[src/rtl/bmt_pkg.sv]
package bmt_pkg;
  typedef enum logic [2:0] {
    ST_IDLE,
    ST_SETTLE,
    ST_PREAMBLE,
    ST_HEADER,
    ST_PAYLOAD,
    ST_SHUTDOWN
  } bmt_state_e;

  localparam int unsigned TRAIN_W  = 16;
  localparam logic [TRAIN_W-1:0] ALT_WORD = 16'hAAAA;
endpackage

[src/rtl/bmt_burst_timer.sv]
module bmt_burst_timer #(
  parameter int unsigned TIME_W = 20
) (
  input  logic              clk_i,
  input  logic              rst_ni,
  input  logic [TIME_W-1:0] period_i,
  output logic              due_o,
  output logic [TIME_W-1:0] remain_o
);
  logic [TIME_W-1:0] cnt_q;

  // counts down to the slot; slot in the cycle where count is zero
  always_ff @(posedge clk_i or negedge rst_ni) begin
    if (!rst_ni)          cnt_q <= '0;
    else if (cnt_q == '0) cnt_q <= period_i - TIME_W'(1);
    else                  cnt_q <= cnt_q - TIME_W'(1);
  end

  assign due_o    = (cnt_q == '0);
  assign remain_o = cnt_q;

  assert_reload_R2: assert property (@(posedge clk_i) disable iff (!rst_ni)
    due_o |=> (remain_o == $past(period_i) - TIME_W'(1)));
endmodule

[src/rtl/bmt_shifter.sv]
module bmt_shifter #(
  parameter int unsigned SH_W = 32
) (
  input  logic            clk_i,
  input  logic            rst_ni,
  input  logic            load_i,
  input  logic [SH_W-1:0] load_val_i,
  input  logic            shift_i,
  output logic            msb_o
);
  logic [SH_W-1:0] sh_q;

  always_ff @(posedge clk_i or negedge rst_ni) begin
    if (!rst_ni)      sh_q <= '0;
    else if (load_i)  sh_q <= load_val_i;
    else if (shift_i) sh_q <= {sh_q[SH_W-2:0], 1'b0};
  end

  assign msb_o = sh_q[SH_W-1];
endmodule

[src/rtl/bmt_burst_tx.sv]
module bmt_burst_tx
  import bmt_pkg::*;
#(
  parameter int unsigned DATA_W = 8,
  parameter int unsigned LEN_W  = 8,
  parameter int unsigned SEQ_W  = 8,
  parameter int unsigned TIME_W = 20,
  parameter logic [15:0] SYNC_WORD = 16'hE25A
) (
  input  logic              clk_i,
  input  logic              rst_ni,
  input  logic [TIME_W-1:0] period_i,
  input  logic [TIME_W-1:0] settle_i,
  input  logic [LEN_W-1:0]  fifo_level_i,
  input  logic [DATA_W-1:0] fifo_data_i,
  output logic              fifo_pop_o,
  output logic              synth_en_o,
  output logic              pa_en_o,
  output logic              tx_valid_o,
  output logic              tx_bit_o
);
  localparam int unsigned PRE_W  = 2 * TRAIN_W;
  localparam int unsigned HDR_W  = SEQ_W + LEN_W;
  localparam int unsigned MAX_A  = (PRE_W > HDR_W) ? PRE_W : HDR_W;
  localparam int unsigned SH_W   = (MAX_A > DATA_W) ? MAX_A : DATA_W;
  localparam int unsigned BCNT_W = $clog2(SH_W);

  bmt_state_e        state_q;
  logic              synth_q;
  logic [TIME_W-1:0] settle_cnt_q;
  logic [BCNT_W-1:0] bcnt_q;
  logic [LEN_W-1:0]  len_q, left_q;
  logic [SEQ_W-1:0]  seq_q;

  logic              due;
  logic [TIME_W-1:0] remain;
  logic              in_pkt, start, pre_load, hdr_load, word_end, pay_load, sh_load, msb;
  logic [SH_W-1:0]   load_val;

  bmt_burst_timer #(.TIME_W(TIME_W)) u_timer (
    .clk_i   (clk_i),
    .rst_ni  (rst_ni),
    .period_i(period_i),
    .due_o   (due),
    .remain_o(remain)
  );

  assign in_pkt   = (state_q == ST_PREAMBLE) || (state_q == ST_HEADER) || (state_q == ST_PAYLOAD);
  assign start    = (state_q == ST_IDLE) && due && (fifo_level_i != '0);
  assign pre_load = (start && synth_q) ||
                    ((state_q == ST_SETTLE) && (settle_cnt_q <= TIME_W'(1)));
  assign hdr_load = (state_q == ST_PREAMBLE) && (bcnt_q == BCNT_W'(PRE_W - 1));
  assign word_end = (state_q == ST_PAYLOAD) && (bcnt_q == BCNT_W'(DATA_W - 1));
  assign pay_load = ((state_q == ST_HEADER) && (bcnt_q == BCNT_W'(HDR_W - 1))) ||
                    (word_end && (left_q != '0));
  assign sh_load  = pre_load || hdr_load || pay_load;

  always_comb begin
    if (pre_load)      load_val = SH_W'({ALT_WORD, SYNC_WORD}) << (SH_W - PRE_W);
    else if (hdr_load) load_val = SH_W'({seq_q, len_q}) << (SH_W - HDR_W);
    else               load_val = SH_W'(fifo_data_i) << (SH_W - DATA_W);
  end

  bmt_shifter #(.SH_W(SH_W)) u_shift (
    .clk_i     (clk_i),
    .rst_ni    (rst_ni),
    .load_i    (sh_load),
    .load_val_i(load_val),
    .shift_i   (in_pkt),
    .msb_o     (msb)
  );

  always_ff @(posedge clk_i or negedge rst_ni) begin
    if (!rst_ni) begin
      state_q      <= ST_IDLE;
      synth_q      <= 1'b0;
      settle_cnt_q <= '0;
      bcnt_q       <= '0;
      len_q        <= '0;
      left_q       <= '0;
      seq_q        <= '0;
    end else begin
      unique case (state_q)
        ST_IDLE: begin
          if (due) begin
            if (fifo_level_i == '0) begin
              synth_q <= 1'b0;
            end else begin
              len_q  <= fifo_level_i;
              bcnt_q <= '0;
              if (synth_q) begin
                state_q <= ST_PREAMBLE;
              end else begin
                state_q      <= ST_SETTLE;
                synth_q      <= 1'b1;
                settle_cnt_q <= settle_i;
              end
            end
          end
        end
        ST_SETTLE: begin
          if (settle_cnt_q <= TIME_W'(1)) state_q <= ST_PREAMBLE;
          else settle_cnt_q <= settle_cnt_q - TIME_W'(1);
        end
        ST_PREAMBLE: begin
          if (hdr_load) begin
            state_q <= ST_HEADER;
            bcnt_q  <= '0;
          end else bcnt_q <= bcnt_q + BCNT_W'(1);
        end
        ST_HEADER: begin
          if (pay_load) begin
            state_q <= ST_PAYLOAD;
            bcnt_q  <= '0;
            left_q  <= len_q - LEN_W'(1);
          end else bcnt_q <= bcnt_q + BCNT_W'(1);
        end
        ST_PAYLOAD: begin
          if (word_end) begin
            bcnt_q <= '0;
            if (left_q == '0) state_q <= ST_SHUTDOWN;
            else left_q <= left_q - LEN_W'(1);
          end else bcnt_q <= bcnt_q + BCNT_W'(1);
        end
        ST_SHUTDOWN: begin
          seq_q   <= seq_q + SEQ_W'(1);
          state_q <= ST_IDLE;
          // power down only if a full start-up fits before the next slot
          if (remain >= settle_i) synth_q <= 1'b0;
        end
        default: state_q <= ST_IDLE;
      endcase
    end
  end

  assign fifo_pop_o = pay_load;
  assign synth_en_o = synth_q;
  assign pa_en_o    = in_pkt;
  assign tx_valid_o = in_pkt;
  assign tx_bit_o   = in_pkt & msb;

  assert_pa_synth_R11: assert property (@(posedge clk_i) disable iff (!rst_ni)
    pa_en_o |-> synth_en_o);
  assert_skip_R3: assert property (@(posedge clk_i) disable iff (!rst_ni)
    ((state_q == ST_IDLE) && due && (fifo_level_i == '0)) |=> (!synth_en_o && !pa_en_o));
  assert_settle_R4: assert property (@(posedge clk_i) disable iff (!rst_ni)
    (state_q == ST_SETTLE) |-> (synth_en_o && !pa_en_o));
  assert_pop_R8: assert property (@(posedge clk_i) disable iff (!rst_ni)
    fifo_pop_o |-> tx_valid_o);
  assert_len_R7: assert property (@(posedge clk_i) disable iff (!rst_ni)
    start |=> (len_q == $past(fifo_level_i)));
  assert_seq_R9: assert property (@(posedge clk_i) disable iff (!rst_ni)
    (state_q == ST_SHUTDOWN) |=> (seq_q == $past(seq_q) + SEQ_W'(1)));
  assert_keep_on_R10: assert property (@(posedge clk_i) disable iff (!rst_ni)
    ((state_q == ST_SHUTDOWN) && (remain < settle_i)) |=> synth_en_o);
endmodule

[config.mk]
export PLATFORM = sky130hd
export DESIGN_NAME = bmt_burst_tx
export DESIGN_NICKNAME = d
export VERILOG_FILES = /design/src/rtl/bmt_pkg.sv /design/src/rtl/bmt_burst_timer.sv /design/src/rtl/bmt_shifter.sv /design/src/rtl/bmt_burst_tx.sv
export SDC_FILE = /design/constraint.sdc
export NUM_CORES = 1
export LEC_CHECK = 0
export ABC_AREA = 0
export BUFFER_PORTS_ARGS = -buffer_cell sky130_fd_sc_hd__clkbuf_2
export CAP_MARGIN = 30
export CORE_ASPECT_RATIO = 1.75
export CORE_MARGIN = 2
export CORE_UTILIZATION = 54
export CTS_CLUSTER_SIZE = 8
export DETAILED_ROUTE_END_ITERATION = 12
export GPL_ROUTABILITY_DRIVEN = 0
export HOLD_SLACK_MARGIN = 0.1
export MAX_ROUTING_LAYER = met4
export PLACE_DENSITY_LB_ADDON = 0.2
export SLEW_MARGIN = 20
export SYNTH_ARGS = -nofsm -noshare
export SYNTH_HDL_FRONTEND = slang
export SYNTH_SLANG_ARGS = --single-unit
[constraint.sdc]
create_clock -name clk_i -period 2.5 [get_ports clk_i]
set_input_delay 0 -clock clk_i [delete_from_list [all_inputs] [get_ports clk_i]]
set_output_delay 0 -clock clk_i [all_outputs]
set_load 0.01 [all_outputs]
# --- Word-level counts from Yosys, hierarchy flattened ---
# Index checks and enable logic that the tools add are counted.
word_totals:
  mem_bits_ro: 0
  out_inout_bits: 5
  wordCells: 103
  memories: 0
  reg_bits: 105
  latchBits: 0
  ram_bits: 0
classes:
  shifts: 0
  order_cmp: 2
  eq_ne: 19
  reduce_logical: 31
  n_mux: 33
  add_sub_neg: 7
  bitwise: 2
  mul: 0
  div: 0
op_table:
  columns: ["operator", "n"]
  rows:
  - ["$mux 32", 4]
  - ["$mux 20", 5]
  - ["$sub 20x1->20 const B", 3]
  - ["$pmux 20 s2", 1]
  - ["$mux 5", 5]
  - ["$mux 8", 3]
  - ["$mux 3", 7]
  - ["$ge 20x20->1", 1]
  - ["$le 20x1->1 const B", 1]
  - ["$logic_not 20->1", 1]
  - ["$pmux 5 s4", 1]
  - ["$ne 2x2->1 const B", 9]
  - ["$logic_not 8->1", 2]
  - ["$pmux 8 s2", 1]
  - ["$reduce_bool 8->1", 2]
  - ["$sub 8x1->8 const B", 2]
  - ["$pmux 3 s5", 1]
  - ["$reduce_and 3->1", 3]
  - ["$add 8x1->8 const B", 1]
  - ["$logic_and 1x1->1", 8]
  - ["$reduce_bool 2->1", 4]
  - ["$reduce_and 7->1", 1]
  - ["$eq 3x2->1 const B", 2]
  - ["$eq 3x3->1 const B", 2]
  - ["other kinds (16)", 24]

# --- Longest topological paths before layout ---
# Gate-level depths: netlist (run 1).
depth:
  word_depth: 8
  ltp_mapped: 14
  mapped_depth_nobuf: 11

# --- Hierarchy ---
# From an unflattened synthesis (run 1), not the netlist that was laid out.
unflattened:
  hier_cells: 770
  hier_area_um2: 6835.3
modules_own_cells:
  columns: ["mod", "cells_each", "seq_area_each_um2", "n_inst", "area_each_um2"]
  rows:
  - ["bmt_burst_tx", 457, 1326.3, 1, 3892.5]
  - ["bmt_shifter", 139, 800.8, 1, 1512.7]
  - ["bmt_burst_timer", 174, 500.5, 1, 1430.1]

# --- Worst setup path after synthesis (run 1) ---
# No wires, ideal clock.
synth_timing:
  kind: "register to register"
  startpoint: "register u_timer.cnt_q[14], in the netlist u_timer.remain_o[14]"
  endpoint: "register u_timer.cnt_q[18], in the netlist u_timer.remain_o[18]"
  t_required_ns: 2.421
  arrival_ns: 2.621
  slack_ns: -0.200
  path_stages_with_launch: 14
  n_path_buf: 2
  path_cell_list: "dfrtp_1 -> nor4_1 -> nand4_1 -> nor2_1 -> buf_2 -> buf_2 -> a21oi_1 -> ha_1 -> nand2b_1 -> nor3_1 -> o21ai_1 -> nor2_1 -> nand4_1 -> xor2_1"
synth_between:
  elab_chain_len: 2
synth_lines:
  columns: ["item", "line_no", "rtl"]
  rows:
  - ["start: declaration", "bmt_burst_timer.sv:10", "logic [TIME_W-1:0] cnt_q;"]
  - ["start signal: assignment", "bmt_burst_timer.sv:15", "else if (cnt_q == '0) cnt_q <= period_i - TIME_W'(1);"]
  - ["start signal: assignment", "bmt_burst_timer.sv:16", "else cnt_q <= cnt_q - TIME_W'(1);"]
  - ["$sub 20x1->20 / $logic_not 20->1 (equally long branches)", "bmt_burst_timer.sv:16, bmt_burst_timer.sv:15", null]
  - ["$mux 20 *", "bmt_burst_timer.sv:15", null]
# Every way passes the cells marked *; elsewhere a longest branch is shown, timed or not.
# A chain may end at the register's enable or synchronous reset.

# --- Final worst setup path (run 1) ---
layout_timing:
  startpoint: "register u_timer.cnt_q[2], in the netlist u_timer.remain_o[2]"
  endpoint: "register u_timer.cnt_q[15], in the netlist u_timer.remain_o[15]"
# Same word-level chain as after synthesis.

==> reports/results.ini, run 1 <==
[status]
status = finished clean

[setup_path]
cpMaxStageDelayCell = or4_1
critPathMaxFanout = 7
crit_end = u_timer.remain_o[15]
worstPathRequired_ns = 2.73
critPathKind = reg2reg
ff2ff_setup_slack_ns = 0.15
reg2regPathDepth = 6
crit_chain = or2_2 -> or4_1 -> nor4_1 -> o211a_1 -> nand3_1 -> xor2_1
crit_arrival_ns = 2.58
worstSetupStartpointType = flip-flop
crit_start = u_timer.remain_o[2]
r2r-start = u_timer.remain_o[2]
worstReg2RegEnd = u_timer.remain_o[15]
slowest_delay_ns = 0.56
crit_path_end_kind = flip-flop

[global_routing]
grt_overflow = 0
track_usage = 0.3015
grt_pass1_vias = 6304
grt_max_degree = 55
antenna_found_initial = 0
grt_pass1_wl_mm = 30.08

[route]
drtPass1Iterations = 5
wl_mm = 18.61
drtIter0Drc = 467
drtAntennaViolNets = 0
routedWlPerCell_um = 18.16
drc = 0
vias_per_cell = 6.308
vias = 6466

[logic_synthesis]
synth_nets = 847
synth_area_leader_cell = dfrtp_1
synth_top_family_by_area = simple AND/OR/NAND/NOR gates
synth_cell_type_count = 81
syn_area_um2 = 6538
syn_avg_cell_area_um2 = 8.591
synth_edf_count = 0
synth_top_area_frac = 0.3981
synth_adder_area_share = 0.05359
yosysSeqAreaShare = 0.3981
synthMuxAreaShare = 0.02182
synth-async-reset-ratio = 1.000
synth-seq-cells = 104
synthCells = 761
synth-compound-area-share = 0.2251
yosys_warnings = 0
synth_xor_area_frac = 0.02411
yosys.area_share.simple = 0.2274
ys.flop_type = dfrtp_1
synth_area_leaders = dfrtp_1 (40%), nand2_1 (6.0%), ha_1 (5.4%), a21oi_1 (5.2%), o21ai_0 (4.4%)

[final_layout]
drive_gt1_frac = 0.1700
final_cell_mix = nand2_1 (104), dfrtp_1 (101), a21oi_1 (68)
final_cells = 1025
layout.nets = 969
final_common_cell = nand2_1
num_antenna_cells = 0
syn_to_final_growth_pct = 22.47

[timing]
finalSetupViolCount = 0
hold_viol = 0
slew_headroom = 0.5108
finalCritPeriodShare = 0.9385
hold_ws_ns = 0.1113
max_slew.worst_pin.slew_ns = 0.7338
tns_ns = 0
min_period_ns = 2.346
rsz0062_at_grt = no
slew_violations = 0
skew_ns = 0.01321
fmax_ghz = 0.4262

[placement]
place.port_buffers = 62
dp_cells = 955
place_hpwl_mm = 13.26

[floorplanning]
pin_count = 63
die_y_um = 149.6
core_area_um2 = 11940
design.die.area_um2 = 13040
die_w_um = 87.18
start_util = 0.5477
placementRows = 53

[cts]
clock_path_buffers = 2
cts_buffers = 9
clk_latency_ns = 0.36
clockRootBuffer = clkbuf_16
clock-sinks = 104
clkTransAtPathRegs_ns = 0.08
tritoncts = built
htreeDepth = 3

[pwr]
peakVddDrop_mv = 0.6586
powerDensity_nw_per_um2 = 615.3
p_leak_nw = 3.647

[min_path]
hold_path.class = in2reg

[run]
drv_cap = 0

==> synthesized netlist by cell type (all sizes together) (8+ instances only) <==
master / n
nor2b: 10
o21ai: 63
inv: 29
clkbuf: 18
nand3: 16
xnor2: 9
ha: 28
mux2i: 12
or3: 15
nand4: 13
a31oi: 11
nor3: 29
nor2: 60
o211ai: 13
nor4: 16
a21o: 8
xor2: 9
nand2: 105
a21oi: 69
buf: 22
dfrtp: 104
==> logic make-up (layout without fill, tap and decap cells) <==
kind of cell / Yosys count / after routing
simple gates: 300 / 300
compound gates: 228 / 228
flops: 104 / 104
buf+inv: 69 / 196
fa+ha+maj: 28 / 28
xor+xnor: 18 / 18
mux: 14 / 14
==> worst min path at each step <==
stage / startpoint / end / cells past startpoint
3_5_place_dp: rst_ni / u_shift.sh_q[27] / 1
5_1_grt: settle_i[11] / settle_cnt_q[11] / 5
3_3_place_gp: rst_ni / u_shift.sh_q[29] / 1
2_1_floorplan: rst_ni / bcnt_q[0] / 0
4_1_cts: settle_i[16] / settle_cnt_q[16] / 5
6_report: settle_i[16] / settle_cnt_q[16] / 5
==> repair_timing <==
item | in CTS | in global routing
setup buffers | 0 | 1
hold endpoints to repair | 102 | 0
setup endpoints to repair | 0 | 23
resized for setup | 0 | 11
hold buffers | 53 | 0
==> state kept, by name, summed over array words and instances (netlist names) <==
signal	count
len_q	8
state_q	3
settle_cnt_q	20
left_q	8
bcnt_q	5
u_shift.sh_q	31
synth_en_o	1
seq_q	8
u_timer.remain_o	20
==> worst max-delay path, delay by kind of cell, from the launching register on <==
kind	cells	cell delay (ns)
AOI/OAI and AO/OA	1	0.28
and+or+nand+nor	4	1.29
DFF	1	0.45
xor gates and xnor gates	1	0.20
==> routing by layer <==
layer / vias to the layer above / global-route usage / wire length [um]
met2: 242 / 0.5443 / 10260
li1: 3028 / - / -
met3: 72 / 0.03585 / 733
met1: 3124 / 0.3130 / 6680
met5: - / - / 0
met4: 0 / 0.1577 / 937
==> power by group <==
part           internal [W]  total [W]  switching (W)
registers           0.00183    0.00210       0.000266
clock network      0.000802    0.00152       0.000718
logic              0.000594    0.00131       0.000715
==> layout make-up <==
type	instances	area [um2]
fill	981	3930
multi-input combinational	588	3695
sequential	104	2606
timing repair buffer	151	1114
clock buffer	9	225.2
tap	137	171.4
inverter	29	108.9
clock inverter	7	86.33
==> per-stage QoR <==
step / utilization / total power, W / setup WS, ns / area (um2)
after floorplan: - / 0.002838 / 0.01369 / 6570
after global placement: 0.5953 / 0.003227 / 0.1257 / 7106
after detailed placement: 0.5953 / 0.003273 / 0.1199 / 7106
after CTS: 0.6658 / 0.004847 / 0.1014 / 7948
after global routing: 0.6708 / 0.005165 / 0.002145 / 8006
final: 0.6708 / 0.004926 / 0.1536 / 8006
No activity file was read; power rests on OpenSTA's default activity.
==> run 2: changes to the inputs <==
CORE_MARGIN = 1.5   (was 2)
CTS_CLUSTER_DIAMETER = 80   (was unset)
TNS_END_PERCENT = 5   (was unset)
==> run 2 against run 1 <==
  * Non-clock buffer count shrank 2
  * Via count shrank 0.80%
  * Cell count shrank 0.20%
  * Critical endpoint is now u_shift.sh_q[20]
  * Core utilization shrank 0.32 points
  * Design area shrank 0.48%
  * Global-route usage grew 0.76 points
  * Register-to-register slack lost 0.06 ns
  * First-iteration DRC count grew 0.21%
  * Largest power group unchanged
  * Clock skew shrank 0.0062 ns
  * Clock power shrank 3%
==> reports/results.ini, run 2 (synthesized netlist as in run 1, its figures left out) <==
[status]
status = finished clean  ; unchanged

[route]
wl_mm = 18.73  ; was 18.61 mm
routedWlPerCell_um = 18.30  ; was 18.16 um
vias_per_cell = 6.270  ; was 6.308
drtAntennaViolNets = 0  ; unchanged
drtPass1Iterations = 5  ; unchanged
vias = 6414  ; was 6,466
drc = 0  ; unchanged
drtIter0Drc = 468  ; was 467

[pwr]
p_leak_nw = 3.641  ; was 3.647 nW
powerDensity_nw_per_um2 = 615.0  ; was 615.3 nW/um2
power_frac_seq = 0.429  ; was 0.426
peakVddDrop_mv = 0.6072  ; was 0.6586 mV
power_switching_w = 0.001664  ; was 0.001699 W
pwr-share-comb = 0.269  ; was 0.266
p_clk_frac = 0.302  ; was 0.309
p_int_w = 0.003236  ; was 0.003227 W
switching_share = 0.3396  ; was 0.3449

[run]
drv_cap = 0  ; unchanged

[final_layout]
layout.nets = 967  ; was 969
final_cells = 1023  ; was 1,025
final_util = 0.6675  ; was 0.6708
final_cell_mix = nand2_1 (104), dfrtp_1 (102), a21oi_1 (68)  ; was nand2_1 (104), dfrtp_1 (101), a21oi_1 (68)
num_antenna_cells = 0  ; unchanged
syn_to_final_growth_pct = 21.88  ; was 22.47%
final_common_cell = nand2_1  ; unchanged
largest_reg_flops = 31  ; unchanged
drive_gt1_frac = 0.1659  ; was 0.1700
regMostFlops = u_shift.sh_q  ; unchanged

[setup_path]
worstSetupStartpointType = flip-flop  ; unchanged
slowest_delay_ns = 0.58  ; was 0.56 ns
cpMaxStageDelayCell = or4_4  ; was or4_1
critPathTopFamily = compound AO/OA/AOI/OAI gates  ; was simple AND/OR/NAND/NOR gates
crit_arrival_ns = 2.63  ; was 2.58 ns
critPathBufInv = 1  ; was 0
worstPathRequired_ns = 2.73  ; about the same
critPathKind = reg2reg  ; unchanged
critPathMaxFanout = 7  ; unchanged
crit_chain = or4_4 -> o31ai_4 -> o211ai_1 -> a211oi_2 -> buf_4 -> nand2_2 -> a2bb2oi_1  ; was or2_2 -> or4_1 -> nor4_1 -> o211a_1 -> nand3_1 -> xor2_1
crit_path_end_kind = flip-flop  ; unchanged

[cts]
clock_path_buffers = 2  ; unchanged
htreeDepth = 3  ; unchanged
clkTransAtPathRegs_ns = 0.07  ; was 0.08 ns
clk_latency_ns = 0.35  ; was 0.36 ns
clockRootBuffer = clkbuf_16  ; unchanged
tritoncts = built  ; unchanged
cts_buffers = 9  ; unchanged
clock-sinks = 104  ; unchanged

[floorplanning]
placementRows = 53  ; unchanged
die_w_um = 86.18  ; was 87.18 um
core_area_um2 = 11940  ; unchanged
pin_count = 63  ; unchanged
design.die.area_um2 = 12800  ; was 13,040 um2
die_y_um = 148.6  ; was 149.6 um
start_util = 0.5477  ; unchanged

[placement]
place_hpwl_mm = 13.28  ; was 13.26 mm
place.port_buffers = 62  ; unchanged
dp_cells = 955  ; unchanged

[timing]
fmax_ghz = 0.4154  ; was 0.4262 GHz
slew_violations = 0  ; unchanged
hold_viol = 0  ; unchanged
min_period_ns = 2.407  ; was 2.346 ns
max_slew.worst_pin.slew_ns = 0.7244  ; was 0.7338 ns
finalCritPeriodShare = 0.9629  ; was 0.9385
finalSetupViolCount = 0  ; unchanged
skew_ns = 0.006973  ; was 0.01321 ns
rsz0062_at_grt = yes  ; was no
slew_headroom = 0.5126  ; was 0.5108

[global_routing]
grt_pass1_vias = 6539  ; was 6,304
grt_pass1_wl_mm = 30.44  ; was 30.08 mm
grt_max_degree = 63  ; was 55
antenna_found_initial = 0  ; unchanged
track_usage = 0.3091  ; was 0.3015
grt_overflow = 0  ; unchanged

[min_path]
hold_path.class = in2reg  ; unchanged

==> run 2: cell count changes in the layout (fill, tap and decap cells not counted), moves of 2 or more <==
cell           delta
inv_8             -3
dlygate4sd3_1     -2
inv_6             +2
nor4_1            +2
nor4_2            -2
==> run 2: worst min-delay path, stage by stage <==
cell      delay, ns
clkbuf_2       0.08
inv_1          0.05
nor2_1         0.12
a31oi_1        0.07
o21ai_0        0.14
==> run 2: path summary, 6_finish.rpt <==
check	slack (ns)	start	depth (start not counted)	endpoint
worst min register to register	0.49	u_shift.sh_q[1]	2	u_shift.sh_q[1]
worst min-delay path	0.14	settle_i[11]	5	settle_cnt_q[11]
worst max register to register	0.09	left_q[1]	7	u_shift.sh_q[20]
max in group asynchronous	1.53	rst_ni	3	u_timer.remain_o[7]
min in group asynchronous	0.19	rst_ni	2	u_shift.sh_q[28]
worst max-delay path	0.09	left_q[1]	7	u_shift.sh_q[20]
==> run 2: per-layer routing <==
metal,up-vias,part of all wire,GRT usage
met2,210,0.54,0.5614
li1,3026,-,-
met4,0,0.052,0.1726
met5,-,0,-
met3,76,0.036,0.03441
met1,3102,0.37,0.3174
==> run 2: final cells by class <==
class / count / area [um2]
repair buffers: 149 / 1106
clock inverters: 6 / 66.31
fillers: 995 / 3969
clock buffers: 10 / 239.0
multi-input cells: 588 / 3671
well taps: 137 / 171.4
flip-flops and latches: 104 / 2605
inverters: 29 / 108.9
==> run 2: power by group through the flow <==
stage | Clock [W] | Sequential, W | Combinational [W]
after floorplan | 0 | 0.00202 | 0.000819
after global placement | 0 | 0.00208 | 0.00117
after detailed placement | 0 | 0.00209 | 0.00122
after CTS | 0.00150 | 0.00206 | 0.00129
after global routing | 0.00156 | 0.00211 | 0.00147
final | 0.00148 | 0.00210 | 0.00132
==> run 2: timing repair <==
item,CTS,global route
setup buffers,0,1
hold buffers,51,0
hold endpoints to repair,92,0
setup endpoints to repair,0,14
resized for setup,0,7
==> run 2: through the flow <==
stage / hold WS [ns] / setup TNS, ns / instance area, um2 / setup slack [ns] / power, W
after floorplan: -0.2956 / -0.03139 / 6570 / -0.03139 / 0.002838
after global placement: 0.02544 / 0 / 7118 / 0.1288 / 0.003251
after detailed placement: 0.03378 / 0 / 7118 / 0.1147 / 0.003310
after CTS: 0.1213 / 0 / 7934 / 0.07419 / 0.004849
after global routing: 0.1421 / -0.08039 / 7968 / -0.04123 / 0.005143
final: 0.1427 / 0 / 7968 / 0.09282 / 0.004900
==> run 3: changes to the inputs <==
MAX_ROUTING_LAYER = unset   (was met4)
==> run 3 against run 2 <==
  * Highest routed layer unchanged
  * Largest cell class unchanged
  * Design area unchanged
  * Non-clock buffer count unchanged
  * Core utilization unchanged
  * First-iteration DRC count up 5.3%
  * Combinational power about the same
  * Sequential power about the same
  * Sequential share of layout area unchanged
  * Clock power about the same
  * Power about the same
  * Clock skew about the same
==> reports/results.ini, run 3 (synthesized netlist as in run 1, its figures left out) <==
[timing]
rsz0062_at_grt = yes  ; unchanged
skew_ns = 0.007008  ; was 0.006973 ns
max_slew.worst_pin.slew_ns = 0.7527  ; was 0.7244 ns
min_period_ns = 2.419  ; was 2.407 ns
fmax_ghz = 0.4133  ; was 0.4154 GHz
finalCritPeriodShare = 0.9678  ; was 0.9629
hold_viol = 0  ; unchanged
slew_violations = 0  ; unchanged
slew_headroom = 0.4936  ; was 0.5126
tns_ns = 0  ; unchanged
finalSetupViolCount = 0  ; unchanged

[global_routing]
grt_overflow = 0  ; unchanged
track_usage = 0.3001  ; was 0.3091
grt_max_degree = 63  ; unchanged
grt_pass1_wl_mm = 30.37  ; was 30.44 mm
grt_pass1_vias = 6533  ; was 6,539
antenna_found_initial = 0  ; unchanged

[route]
drtAntennaViolNets = 0  ; unchanged
wl_mm = 18.76  ; was 18.73 mm
drtIter0Drc = 493  ; was 468
vias = 6470  ; was 6,414
drc = 0  ; unchanged
drtPass1Iterations = 5  ; unchanged
vias_per_cell = 6.325  ; was 6.270
routedWlPerCell_um = 18.34  ; was 18.30 um

[floorplanning]
placementRows = 53  ; unchanged
die_w_um = 86.18  ; unchanged
start_util = 0.5477  ; unchanged
pin_count = 63  ; unchanged
die_y_um = 148.6  ; unchanged
design.die.area_um2 = 12800  ; unchanged
core_area_um2 = 11940  ; unchanged

[setup_path]
critPathTopFamily = compound AO/OA/AOI/OAI gates  ; unchanged
critPathMaxFanout = 7  ; unchanged
critPathKind = reg2reg  ; unchanged
worstPathRequired_ns = 2.72  ; was 2.73 ns
crit_arrival_ns = 2.64  ; was 2.63 ns
cpMaxStageDelayCell = or4_4  ; unchanged
crit_path_end_kind = flip-flop  ; unchanged
crit_chain = or4_4 -> o31ai_4 -> o211ai_1 -> a211oi_2 -> buf_4 -> nand2_2 -> a2bb2oi_1  ; unchanged
worstSetupStartpointType = flip-flop  ; unchanged
critPathBufInv = 1  ; unchanged
slowest_delay_ns = 0.58  ; about the same

[final_layout]
syn_to_final_growth_pct = 21.88  ; unchanged
final_cell_mix = nand2_1 (104), dfrtp_1 (102), a21oi_1 (68)  ; unchanged
layout.nets = 967  ; unchanged
num_antenna_cells = 0  ; unchanged
drive_gt1_frac = 0.1659  ; unchanged
final_common_cell = nand2_1  ; unchanged
regMostFlops = u_shift.sh_q  ; unchanged
final_area_um2 = 7968  ; unchanged
largest_reg_flops = 31  ; unchanged
fillers = 995  ; unchanged
final_util = 0.6675  ; unchanged

[placement]
place.port_buffers = 62  ; unchanged
placed_cell_area_um2 = 7118  ; unchanged
place_hpwl_mm = 13.28  ; unchanged

[pwr]
peakVddDrop_mv = 0.6093  ; was 0.6072 mV
power_switching_w = 0.001668  ; was 0.001664 W
p_leak_nw = 3.641  ; unchanged
powerDensity_nw_per_um2 = 615.5  ; was 615.0 nW/um2
power_frac_seq = 0.430  ; was 0.429
totalPowerFinal_w = 0.004904  ; was 0.004900 W
pwr-share-comb = 0.270  ; was 0.269
switching_share = 0.3402  ; was 0.3396
p_int_w = 0.003236  ; about the same
p_clk_frac = 0.301  ; was 0.302

[run]
drv_cap = 0  ; unchanged

[cts]
clock-sinks = 104  ; unchanged
clk_latency_ns = 0.35  ; about the same
clock_path_buffers = 2  ; unchanged
htreeDepth = 3  ; unchanged
clkTransAtPathRegs_ns = 0.07  ; about the same
tritoncts = built  ; unchanged
clockRootBuffer = clkbuf_16  ; unchanged
cts_buffers = 9  ; unchanged

[min_path]
hold_path.class = in2reg  ; unchanged

[status]
status = finished clean  ; unchanged

-- run 3: cell counts in the layout (fill, tap and decap cells not counted) --
No cell type changed its count.
-- run 3: power by group through the flow --
| stage | combinational [W] | sequential [W] | clock [W] |
|---|---|---|---|
| final | 0.00132 | 0.00211 | 0.00147 |
| after global routing | 0.00147 | 0.00211 | 0.00156 |
| after CTS | 0.00129 | 0.00206 | 0.00150 |
| after detailed placement | 0.00122 | 0.00209 | 0 |
| after global placement | 0.00117 | 0.00208 | 0 |
| after floorplan | 0.000819 | 0.00202 | 0 |
-- run 3: worst paths after layout --
path / from / to / slack [ns] / cells after the start
setup / recovery: left_q[1] / u_shift.sh_q[18] / 0.08 / 7
hold / removal: settle_i[11] / settle_cnt_q[11] / 0.16 / 5
setup reg to reg: left_q[1] / u_shift.sh_q[18] / 0.08 / 7
hold reg to reg: u_shift.sh_q[1] / u_shift.sh_q[1] / 0.49 / 2
max in group asynchronous: rst_ni / u_timer.remain_o[16] / 1.54 / 3
min in group asynchronous: rst_ni / u_shift.sh_q[28] / 0.19 / 2
-- run 3: repair_timing --
item	CTS	global route
hold endpoints to repair	92	0
resized for setup	0	7
hold buffers	51	0
buffers inserted	0	1
endpoints found under the setup margin	0	14
-- run 3: metrics by stage --
step | hold WS, ns | cells | worst slack, ns
2_1_floorplan | -0.2956 | 761 | -0.03139
3_3_place_gp | 0.02544 | 955 | 0.1288
3_5_place_dp | 0.03378 | 955 | 0.1147
4_1_cts | 0.1213 | 1022 | 0.07419
5_1_grt | 0.1437 | 1023 | -0.04117
6_report | 0.1596 | 1023 | 0.08056
-- run 3: cell type report --
| cell class | instances | area (um2) | area share |
|---|---|---|---|
| multi-input combinational | 588 | 3671 | 0.4607 |
| sequential | 104 | 2605 | 0.3269 |
| timing repair buffer | 149 | 1106 | 0.1388 |
| clock buffer | 10 | 239.0 | 0.02999 |
| tap | 137 | 171.4 | 0.02151 |
| inverter | 29 | 108.9 | 0.01366 |
| clock inverter | 6 | 66.31 | 0.008323 |
-- run 3: layer usage --
layer / GRT usage / routed length (um) / vias up / share of wire
li1: - / - / 3022 / -
met1: 0.3178 / 6864 / 3157 / 0.37
met2: 0.5602 / 10260 / 222 / 0.55
met3: 0.03441 / 687 / 69 / 0.037
met4: 0.1726 / 946 / 0 / 0.050
met5: 0 / 0 / - / 0
-- run 3: worst register-to-register path: stages (launching register included) --
cell,delay [ns]
dfrtp_1,0.41
or4_4,0.58
o31ai_4,0.33
o211ai_1,0.30
a211oi_2,0.28
buf_4,0.16
nand2_2,0.08
a2bb2oi_1,0.15
